<file path="config.mk">
export PLATFORM = sky130hd
export DESIGN_NAME = fsr_seq
export DESIGN_NICKNAME = d
export VERILOG_FILES = /design/src/rtl/fsr_pkg.sv /design/src/rtl/fsr_trigger.sv /design/src/rtl/fsr_hold_timer.sv /design/src/rtl/fsr_judge.sv /design/src/rtl/fsr_seq.sv
export SDC_FILE = /design/constraint.sdc
export NUM_CORES = 1
export LEC_CHECK = 0
export BUFFER_PORTS_ARGS = -buffer_cell sky130_fd_sc_hd__buf_2
export CAP_MARGIN = 15
export CORE_ASPECT_RATIO = 1.25
export CORE_MARGIN = 5
export CORE_UTILIZATION = 45
export DETAILED_ROUTE_END_ITERATION = 6
export HOLD_SLACK_MARGIN = 0.03
export PLACE_DENSITY_LB_ADDON = 0.25
export REMOVE_ABC_BUFFERS = 1
export SLEW_MARGIN = 20
export SYNTH_ARGS = -nofsm -noshare
export SYNTH_HDL_FRONTEND = slang
export SYNTH_SLANG_ARGS = --single-unit
</file>
<file path="constraint.sdc">
create_clock -name clk -period 2.3 [get_ports clk]
set_input_delay 0.46 -clock clk [delete_from_list [all_inputs] [get_ports clk]]
set_output_delay 0.46 -clock clk [all_outputs]
set_load 0.01 [all_outputs]
</file>
<file path="src/rtl/fsr_pkg.sv">
package fsr_pkg;

    localparam int MASK_W = 16;

    localparam logic [7:0] OP_SUSPEND = 8'h75;
    localparam logic [7:0] OP_RESUME  = 8'h7A;
    localparam logic [7:0] OP_RDSR_LO = 8'h05;
    localparam logic [7:0] OP_RDSR_HI = 8'h35;

    // power-up settings an integrator applies to the configuration inputs
    localparam logic [MASK_W-1:0] DEF_END_MASK = 16'h0080;
    localparam int                DEF_RETRY    = 4;

    typedef enum logic [2:0] {
        ST_IDLE, ST_ISSUE, ST_HOLD, ST_POLL_LO,
        ST_WAIT_LO, ST_POLL_HI, ST_WAIT_HI, ST_JUDGE
    } seq_st_e;

    typedef enum logic {KIND_SUS = 1'b0, KIND_RES = 1'b1} op_kind_e;

    // mask test: suspend wants masked bits set, resume wants them clear
    function automatic logic mask_ok(op_kind_e kind,
                                     logic [MASK_W-1:0] raw,
                                     logic [MASK_W-1:0] mask);
        if (kind == KIND_SUS)
            return ((raw ^ mask) & mask) == '0;
        else
            return (raw & mask) == '0;
    endfunction

    function automatic logic [7:0] issue_op(op_kind_e kind);
        return (kind == KIND_RES) ? OP_RESUME : OP_SUSPEND;
    endfunction

endpackage

</file>
<file path="src/rtl/fsr_trigger.sv">
module fsr_trigger (
    input  logic clk,
    input  logic rst,
    input  logic sus_set,
    input  logic res_set,
    input  logic auto_en,
    input  logic auto_req,
    input  logic clr_sus,
    input  logic clr_res,
    output logic sus_pend,
    output logic res_pend
);
    logic sus_hit;
    assign sus_hit = sus_set | (auto_en & auto_req);

    always_ff @(posedge clk) begin
        if (rst) begin
            sus_pend <= 1'b0;
            res_pend <= 1'b0;
        end else begin
            sus_pend <= sus_hit | (sus_pend & ~clr_sus);
            res_pend <= res_set | (res_pend & ~clr_res);
        end
    end


    auto_sus_chk: assert property (@(posedge clk) disable iff (rst)
        (auto_en && auto_req) |=> sus_pend);

endmodule

</file>
<file path="src/rtl/fsr_hold_timer.sv">
module fsr_hold_timer #(
    parameter int CNT_W = 17
) (
    input  logic             clk,
    input  logic             rst,
    input  logic             load,
    input  logic [CNT_W-1:0] load_val,
    output logic             last
);
    logic [CNT_W-1:0] cnt;

    always_ff @(posedge clk) begin
        if (rst)
            cnt <= '0;
        else if (load)
            cnt <= load_val;
        else if (cnt != '0)
            cnt <= cnt - 1'b1;
    end

    assign last = (cnt <= CNT_W'(1));


    hold_step_chk: assert property (@(posedge clk) disable iff (rst)
        (cnt != '0 && !load) |=> (cnt == $past(cnt) - 1'b1));

endmodule

</file>
<file path="src/rtl/fsr_judge.sv">
module fsr_judge
    import fsr_pkg::*;
#(
    parameter int RETRY_W = 7
) (
    input  logic               clk,
    input  logic               rst,
    input  logic               restart,
    input  logic               eval,
    input  op_kind_e           kind,
    input  logic [MASK_W-1:0]  raw,
    input  logic [MASK_W-1:0]  mask,
    input  logic               full_chk,
    input  logic [RETRY_W-1:0] retry_lim,
    output logic               pass
);
    logic [RETRY_W-1:0] fail_cnt;
    logic               wip, bits_good, exhausted;

    always_comb begin
        wip       = raw[0];
        bits_good = mask_ok(kind, raw, mask);
        exhausted = ({1'b0, fail_cnt} + 1'b1) >= {1'b0, retry_lim};
        pass      = !wip && (!full_chk || bits_good || exhausted);
    end

    always_ff @(posedge clk) begin
        if (rst || restart)
            fail_cnt <= '0;
        else if (eval && !pass && !wip)
            fail_cnt <= fail_cnt + 1'b1;
    end


    retry_bound_chk: assert property (@(posedge clk) disable iff (rst)
        (fail_cnt != '0) |-> (fail_cnt < retry_lim));

endmodule

</file>
<file path="src/rtl/fsr_seq.sv">
module fsr_seq
    import fsr_pkg::*;
#(
    parameter int HOLD_W      = 10,
    parameter int RETRY_W     = 7,
    parameter int SHORT_SHIFT = 2,
    parameter int LONG_SHIFT  = 7
) (
    input  logic               clk,
    input  logic               rst,
    input  logic               sus_set,
    input  logic               res_set,
    input  logic               auto_en,
    input  logic               auto_req,
    input  logic               chain_en,
    input  logic               sus_wait_en,
    input  logic               res_wait_en,
    input  logic [HOLD_W-1:0]  hold_len,
    input  logic               hold_long,
    input  logic               two_byte,
    input  logic               sus_full_chk,
    input  logic               res_full_chk,
    input  logic [15:0]        end_mask,
    input  logic [RETRY_W-1:0] retry_lim,
    output logic               cmd_valid,
    input  logic               cmd_ready,
    output logic [7:0]         cmd_op,
    output logic               cmd_rd,
    input  logic               rsp_valid,
    input  logic [7:0]         rsp_data,
    output logic               sus_pend,
    output logic               res_pend,
    output logic               busy,
    output logic               done,
    output logic               done_res
);
    localparam int TMR_W = HOLD_W + LONG_SHIFT;

    seq_st_e           st;
    op_kind_e          kind;
    logic [MASK_W-1:0] raw;
    logic [TMR_W-1:0]  tmr_val;
    logic              tmr_load, tmr_last;
    logic              at_judge, judge_pass, finish, restart;
    logic              wait_sel, full_sel, clr_sus, clr_res;

    always_comb begin
        wait_sel = (kind == KIND_RES) ? res_wait_en : sus_wait_en;
        full_sel = (kind == KIND_RES) ? res_full_chk : sus_full_chk;
        tmr_val  = hold_long ? (TMR_W'(hold_len) << LONG_SHIFT)
                             : (TMR_W'(hold_len) << SHORT_SHIFT);
        tmr_load = (st == ST_ISSUE) && cmd_ready && wait_sel && (hold_len != '0);
        at_judge = (st == ST_JUDGE);
        finish   = at_judge && judge_pass;
        restart  = (st == ST_IDLE) || finish;
        clr_sus  = finish && (kind == KIND_SUS);
        clr_res  = finish && (kind == KIND_RES);
        busy     = (st != ST_IDLE);
    end

    always_comb begin
        cmd_valid = 1'b0;
        cmd_op    = OP_RDSR_LO;
        cmd_rd    = 1'b1;
        unique case (st)
            ST_ISSUE: begin
                cmd_valid = 1'b1;
                cmd_op    = issue_op(kind);
                cmd_rd    = 1'b0;
            end
            ST_POLL_LO: cmd_valid = 1'b1;
            ST_POLL_HI: begin
                cmd_valid = 1'b1;
                cmd_op    = OP_RDSR_HI;
            end
            default: ;
        endcase
    end

    fsr_trigger u_trig (
        .clk(clk), .rst(rst), .sus_set(sus_set), .res_set(res_set),
        .auto_en(auto_en), .auto_req(auto_req),
        .clr_sus(clr_sus), .clr_res(clr_res),
        .sus_pend(sus_pend), .res_pend(res_pend)
    );

    fsr_hold_timer #(.CNT_W(TMR_W)) u_tmr (
        .clk(clk), .rst(rst), .load(tmr_load), .load_val(tmr_val), .last(tmr_last)
    );

    fsr_judge #(.RETRY_W(RETRY_W)) u_judge (
        .clk(clk), .rst(rst), .restart(restart), .eval(at_judge), .kind(kind),
        .raw(raw), .mask(end_mask), .full_chk(full_sel), .retry_lim(retry_lim),
        .pass(judge_pass)
    );

    always_ff @(posedge clk) begin
        if (rst) begin
            st       <= ST_IDLE;
            kind     <= KIND_SUS;
            raw      <= '0;
            done     <= 1'b0;
            done_res <= 1'b0;
        end else begin
            done <= finish;
            if (finish) done_res <= (kind == KIND_RES);
            unique case (st)
                ST_IDLE: begin
                    if (sus_pend) begin
                        kind <= KIND_SUS;
                        st   <= ST_ISSUE;
                    end else if (res_pend) begin
                        kind <= KIND_RES;
                        st   <= ST_ISSUE;
                    end
                end
                ST_ISSUE:
                    if (cmd_ready) st <= tmr_load ? ST_HOLD : ST_POLL_LO;
                ST_HOLD:
                    if (tmr_last) st <= ST_POLL_LO;
                ST_POLL_LO:
                    if (cmd_ready) st <= ST_WAIT_LO;
                ST_WAIT_LO:
                    if (rsp_valid) begin
                        raw <= {8'h00, rsp_data};
                        st  <= two_byte ? ST_POLL_HI : ST_JUDGE;
                    end
                ST_POLL_HI:
                    if (cmd_ready) st <= ST_WAIT_HI;
                ST_WAIT_HI:
                    if (rsp_valid) begin
                        raw[15:8] <= rsp_data;
                        st        <= ST_JUDGE;
                    end
                ST_JUDGE: begin
                    if (!judge_pass)
                        st <= ST_POLL_LO;
                    else if (kind == KIND_SUS && chain_en) begin
                        kind <= KIND_RES;
                        st   <= ST_ISSUE;
                    end else
                        st <= ST_IDLE;
                end
                default: st <= ST_IDLE;
            endcase
        end
    end


    cmd_hold_chk: assert property (@(posedge clk) disable iff (rst)
        (cmd_valid && !cmd_ready) |=> (cmd_valid && $stable(cmd_op)));


    done_pulse_chk: assert property (@(posedge clk) disable iff (rst)
        done |=> !done);


    sus_clear_chk: assert property (@(posedge clk) disable iff (rst)
        (done && !done_res && !$past(sus_set) && !$past(auto_en && auto_req))
        |-> !sus_pend);


    wip_repoll_chk: assert property (@(posedge clk) disable iff (rst)
        (st == ST_JUDGE && raw[0]) |=> (st == ST_POLL_LO));


    chain_go_chk: assert property (@(posedge clk) disable iff (rst)
        (done && !done_res && $past(chain_en)) |-> (cmd_valid && cmd_op == OP_RESUME));

endmodule

</file>
# Word-level counts from Yosys, hierarchy flattened

Index checks and enable logic that the tools add are counted.

Register bits: 48
Bits in latches: 0
Memory bits (writable): 0
Memory bits (read-only): 0
Input bits: 56
Output and inout bits: 15
Memories kept: 0

Add/subtract/negate cells: 3
Multipliers: 0
Div/mod/pow operators: 0
Order comparisons: 2
Eq/ne operators: 16
Shift-type cells: 0
Muxes and demuxes: 31
Bitwise gates (word level): 12
Reduce and logical (&&, ||, !) cells: 31

Operator list:

| cell                                                            | number |
|---|---|
| 2-to-1 mux 17 bit                                               | 3 |
| AND 16 bit                                                      | 2 |
| logical NOT 16 bit                                              | 2 |
| 2-to-1 mux 3 bit                                                | 8 |
| case mux 3 bit (8 select lines)                                 | 1 |
| less-or-equal comparator 17 x 1 -> 1 bit, second input constant | 1 |
| nonzero test 17 bit                                             | 1 |
| subtractor 17 x 1 -> 17 bit, second input constant              | 1 |
| 2-to-1 mux 16 bit                                               | 1 |
| inequality test 2 bit, second input constant                    | 8 |
| case mux 8 bit (2 select lines)                                 | 1 |
| XOR 16 bit                                                      | 1 |
| case mux 7 bit (2 select lines)                                 | 1 |
| equality test 3 bit, second input constant                      | 4 |
| 2-to-1 mux 1 bit                                                | 11 |
| logical AND 1 bit                                               | 10 |
| nonzero test 10 bit                                             | 1 |
| adder 7 x 1 -> 8 bit, second input constant                     | 1 |
| >= comparator 8 x 7 -> 1 bit                                    | 1 |
| 2-to-1 mux 8 bit                                                | 1 |
| adder 7 x 1 -> 7 bit, second input constant                     | 1 |
| AND reduction 7 bit                                             | 1 |
| equality test 3 x 2 -> 1 bit, second input constant             | 2 |
| nonzero test 2 bit                                              | 3 |
| 16 further kinds                                                | 28 |

# Logic depth before layout (Yosys ltp)

Depth in word-level cells: 12
Depth in mapped cells: 11
Depth with buffers taken out: 10

# Cells and area by module

Synthesis repeated with hierarchy kept, for this count alone.

Cells, all modules: 396
Area total of the unflattened synthesis: 3119.2 um2

By module, submodules not included:

| module         | instances | cells an instance | area each (um2) | seq. area each (um2) |
|---|---|---|---|---|
| fsr_seq        | 1         | 144               | 1163.6          | 440.4 |
| fsr_hold_timer | 1         | 128               | 1024.7          | 340.3 |
| fsr_judge      | 1         | 116               | 855.8           | 140.1 |
| fsr_trigger    | 1         | 8                 | 75.1            | 40.0 |

# Least setup slack after synthesis

Ideal clock, no wire load.

Path kind: register -> register
Start point: register u_judge.fail_cnt[0]
End point: register u_trig.res_pend
Library setup time: 91 ps
Arrival: 2366 ps
Data required time: 2209 ps
Path slack: -157 ps
Cell stages (with the launch flop): 12
Path buffers: 1
Clock period less this slack: 2457 ps
Cell sequence: dfxtp_1 -> ha_1 -> nand3_1 -> nor2_1 -> xor2_1 -> ha_1 -> a211oi_1 -> o21ai_1 -> a211oi_2 -> buf_2 -> a21oi_2 -> a311oi_1

Longest elaborated chain between the ends: 9

Ends and longest elaborated chain:

| item                         | RTL line          | source |
|---|---|---|
| from (decl)                  | fsr_judge.sv:17   | `logic [RETRY_W-1:0] fail_cnt;` |
| from (signal assigned)       | fsr_judge.sv:31   | `fail_cnt <= fail_cnt + 1'b1;` |
| adder 7 x 1 -> 8 bit         | fsr_judge.sv:23   | `exhausted = ({1'b0, fail_cnt} + 1'b1) >= {1'b0, retry_lim};` |
| >= comparator 8 x 7 -> 1 bit | fsr_judge.sv:23   |  |
| logical OR 1 bit             | fsr_judge.sv:24   | `pass = !wip && (!full_chk \|\| bits_good \|\| exhausted);` |
| logical AND 1 bit            | fsr_judge.sv:24   |  |
| logical AND 1 bit            | fsr_seq.sv:54     | `finish = at_judge && judge_pass;` |
| logical AND 1 bit            | fsr_seq.sv:57     | `clr_res = finish && (kind == KIND_RES);` |
| NOT 1 bit                    | fsr_trigger.sv:22 | `res_pend <= res_set \| (res_pend & ~clr_res);` |
| AND 1 bit                    | fsr_trigger.sv:22 |  |
| OR 1 bit                     | fsr_trigger.sv:22 |  |
| to (signal assigned)         | fsr_trigger.sv:22 |  |
| to (decl)                    | fsr_trigger.sv:11 | `output logic res_pend` |

Every way passes these cells.
A chain may end at the register's enable or synchronous reset.

# Final worst setup path

Same ends and word-level chain as after synthesis.

==> metrics.log <==
INFO  metric drt_pre_antenna_iters = 4
INFO  metric critical-path-max-stage-delay = approximately 0.38 ns
INFO  metric violations = setup timing
INFO  metric design.core.area = 0.00657 mm2
INFO  metric synth.top_cells.by_area = dfxtp_1, a21oi_1, ha_1
INFO  metric number_of_clock_sinks = 48
INFO  metric area_growth = 25.1%
INFO  metric die_w = around 83 um
INFO  metric cts_htree_levels = 2
INFO  metric wire_per_inst = roughly 14 um
INFO  metric detailed_place_hpwl = ~6000 um
INFO  metric portBuffers = 69
INFO  metric layout.area.seq = just under 0.001 mm2
INFO  metric ys.warnings.count = 0
INFO  metric rsz0062_at_grt = yes
INFO  metric ant_nets = 0
INFO  metric crit_top_cell = a211oi_2
INFO  metric synth_seq_area_share = about a third
INFO  metric r2r-start = u_judge.fail_cnt[0]
INFO  metric final-setup-viol-count = 9
INFO  metric routed-via-count = between 3000 and 4000
INFO  metric insertedDiodeCount = 0
INFO  metric clock_skew = 0.00530 ns
INFO  metric synth_top_cell_by_area = dfxtp_1
INFO  metric powerDensity = ~740 mW/mm2
INFO  metric report.final.hold_viol_count = 0
INFO  metric dieHeight = 102 um
INFO  metric netlist_area = between 0.003 and 0.004 mm2
INFO  metric worstPathBufferInverterCount = 1
INFO  metric timing.critical_path.cells = and3_4 > nand3_4 > xnor2_2 > ha_1 > a21o_1 > a211oi_2 > o21ai_1 > a211oi_2 > buf_4 > a21oi_4 > a311oi_2
INFO  metric clockRootBuffer = clkbuf_8
INFO  metric final-instance-count-excl-fill = between 500 and 600
INFO  metric filler_cells_inserted = approximately 610
INFO  metric synth_top_area_share = a little under a third
INFO  metric worst_path_max_delay_cell = dfxtp_4
INFO  metric slew_headroom = 54.7%
INFO  metric crit_path_end_kind = flop
INFO  metric synthMostInstantiatedCell = dfxtp_1
INFO  metric hold_path_class = in2reg
INFO  metric hold_buffers = 0
INFO  metric ys_top_cells_by_count = dfxtp_1, a21oi_1, nand2_1, inv_1, nand3_1
INFO  metric critPathTopFamily = compound AO/OA/AOI/OAI gates
INFO  metric status = finished with violations
INFO  metric numCtsBuffers = 5
INFO  metric num_io_pins = ~70
INFO  metric timing.critical_path.required = 2.51 ns
INFO  metric cts_tree = done
INFO  metric drt_first_iter_violations = around 160
INFO  metric grt_pass1_vias = between 3000 and 4000
INFO  metric start_util = a little under half
INFO  metric gp_routability_congestion = between 0.8 and 0.9
INFO  metric asyncSetResetFlopFracSynth = 0%
INFO  metric cap_violations = 0
INFO  metric critical_path.max_fanout = 7
INFO  metric overflow = 0
INFO  metric detail_route.drc_violations = 0
INFO  metric grt_start_max_net_pins = 33
INFO  metric ir_worst_vdd = between 400 and 500 uV
INFO  metric synth.distinct_cells = between 60 and 70
INFO  metric die-area = ~0.0085 mm2
INFO  metric syn_area_per_cell = 7.82 um2
INFO  metric antenna_found_initial = 0
INFO  metric groute.usage.overall = 19.1%
INFO  metric edff_count_synth = 0
INFO  metric number_of_flip_flops_and_latches_in_the_synthesized_netlist = between 40 and 50
INFO  metric detail_route.vias_per_cell = about 5.5
INFO  metric worst_slack = -0.0552 ns
INFO  metric first_pass_grt_wire_length = between 10000 and 15000 um
INFO  metric drt-total-wl = 7980 um
INFO  metric worstPathArrival = about 2.6 ns
INFO  metric clk_pin_slew_worst_paths = roughly 0.090 ns
INFO  metric fin_setup_tns = -0.297 ns
INFO  metric clkLatencyLatePin = around 0.30 ns
INFO  metric postSynth.topFlopCell = dfxtp_1
INFO  metric path_class = reg2reg
INFO  metric fin_nets = between 500 and 600
INFO  metric maxSlewViolCount = 0
INFO  metric total_power = between 2 and 3 mW
INFO  metric power.leakage = 1.57 nW
INFO  metric post-place-cells = approximately 550
INFO  metric worst_setup_path_startpoint = u_judge.fail_cnt[0]
INFO  metric clock_tree.buffer_depth = 2
INFO  metric finalCritPeriodShare = 102%
INFO  metric rows = 33
INFO  metric netlist_instances = about 390
INFO  metric min_period = ~2.4 ns
INFO  metric clock.fmax = approximately 420 MHz
INFO  metric timing.hold.worst.start = rsp_data[6]
INFO  metric setup.worst_path.start_class = flop
INFO  metric multi_input_comb_area = 0.00192 mm2
INFO  metric layout-drive-gt1-share = 28.5%
INFO  metric worst_pin_slew = between 0.6 and 0.7 ns
-- worst reg2reg max path, stage by stage (launching register included) --
cell      delay (ns)
dfxtp_4         0.38
and3_4          0.19
nand3_4         0.09
xnor2_2         0.15
ha_1            0.31
a21o_1          0.17
a211oi_2        0.17
o21ai_1         0.10
a211oi_2        0.18
buf_4           0.20
a21oi_4         0.08
a311oi_2        0.25
-- power breakdown --
group | total (mW) | switching (mW) | internal [mW]
sequential | 1.07 | 0.123 | 0.944
clock | 0.525 | 0.279 | 0.246
combinational | 1.22 | 0.644 | 0.575
total | 2.81 | 1.05 | 1.76
-- logic make-up (layout without fill, tap and decap cells) --
kind of cell | Yosys count | count (layout) | share of synthesized area, %
other | 1 | 1 | 0.124
muxes | 5 | 5 | 1.69
xor gates and xnor gates | 17 | 17 | 4.92
DFF | 48 | 48 | 31.7
AOI/OAI and AO/OA | 111 | 111 | 24.2
buffers and inverters | 51 | 137 | 8.10
adders and majority gates | 10 | 10 | 4.13
and+or+nand+nor | 144 | 144 | 25.1
-- placed cells by master (no fill, tap or decap), types with 7 or more instances in the layout --
| master | Yosys | routed |
|---|---|---|
| nor3_1 | 14 | 13 |
| ha_1 | 10 | 9 |
| nand2b_1 | 16 | 16 |
| dfxtp_1 | 48 | 46 |
| buf_2 | 5 | 69 |
| a211oi_1 | 14 | 13 |
| a21oi_1 | 41 | 40 |
| nand2_1 | 32 | 32 |
| nand3_1 | 23 | 21 |
| nand4_1 | 7 | 7 |
| nor2_1 | 21 | 20 |
| inv_1 | 25 | 25 |
| o21ai_0 | 14 | 14 |
| buf_4 | 4 | 34 |
| xnor2_1 | 11 | 10 |
-- timing repair --
action | CTS | global route
buffers inserted | 4 | 0
endpoints found under the setup margin | 14 | 14
gates resized for setup | 17 | 3
endpoints found under the hold margin | 0 | 0
pin swaps | 18 | 4
-- through the flow --
step	hold slack, ns	area (um2)	utilization (%)	worst slack [ns]
after floorplan	0.432	2880	-	-0.392
after global placement	0.450	3560	54.2	-0.102
after detailed placement	0.452	3560	54.2	-0.210
after CTS	0.402	3770	57.4	-0.110
after global routing	0.405	3790	57.7	-0.202
final	0.407	3790	57.7	-0.0552
-- path summary, 6_finish.rpt --
check	endpoint	slack (ns)	cells after the start
max	u_trig.res_pend	-0.06	11
min	raw[6]	0.41	3
max reg2reg	u_trig.res_pend	-0.06	11
min reg2reg	raw[14]	0.47	2
-- registers in the layout, indices dropped and copies added, names as in the netlist --
name and count:
u_judge.fail_cnt 7, u_trig.res_pend 1, done 1, raw 16, done_res 1, kind 1, u_tmr.cnt 17, st 3
u_trig.sus_pend 1
-- metal layers --
metal  global-route usage (%)  up-vias  part of all wire [%]
met3                     3.34       14                   4.7
li1                         -     1564                     -
met4                     6.42        0                   1.8
met2                     36.4       75                    52
met1                     21.5     1440                    41
met5                        0        -                     0
-- cell type report --
type | instances | share of cell area (%)
clock buffer | 8 | 2.38
inverter | 26 | 2.58
multi-input combinational | 288 | 50.7
sequential | 48 | 25.6
tap | 87 | 2.88
timing repair buffer | 103 | 15.9
(Power assumes the default switching activity.)
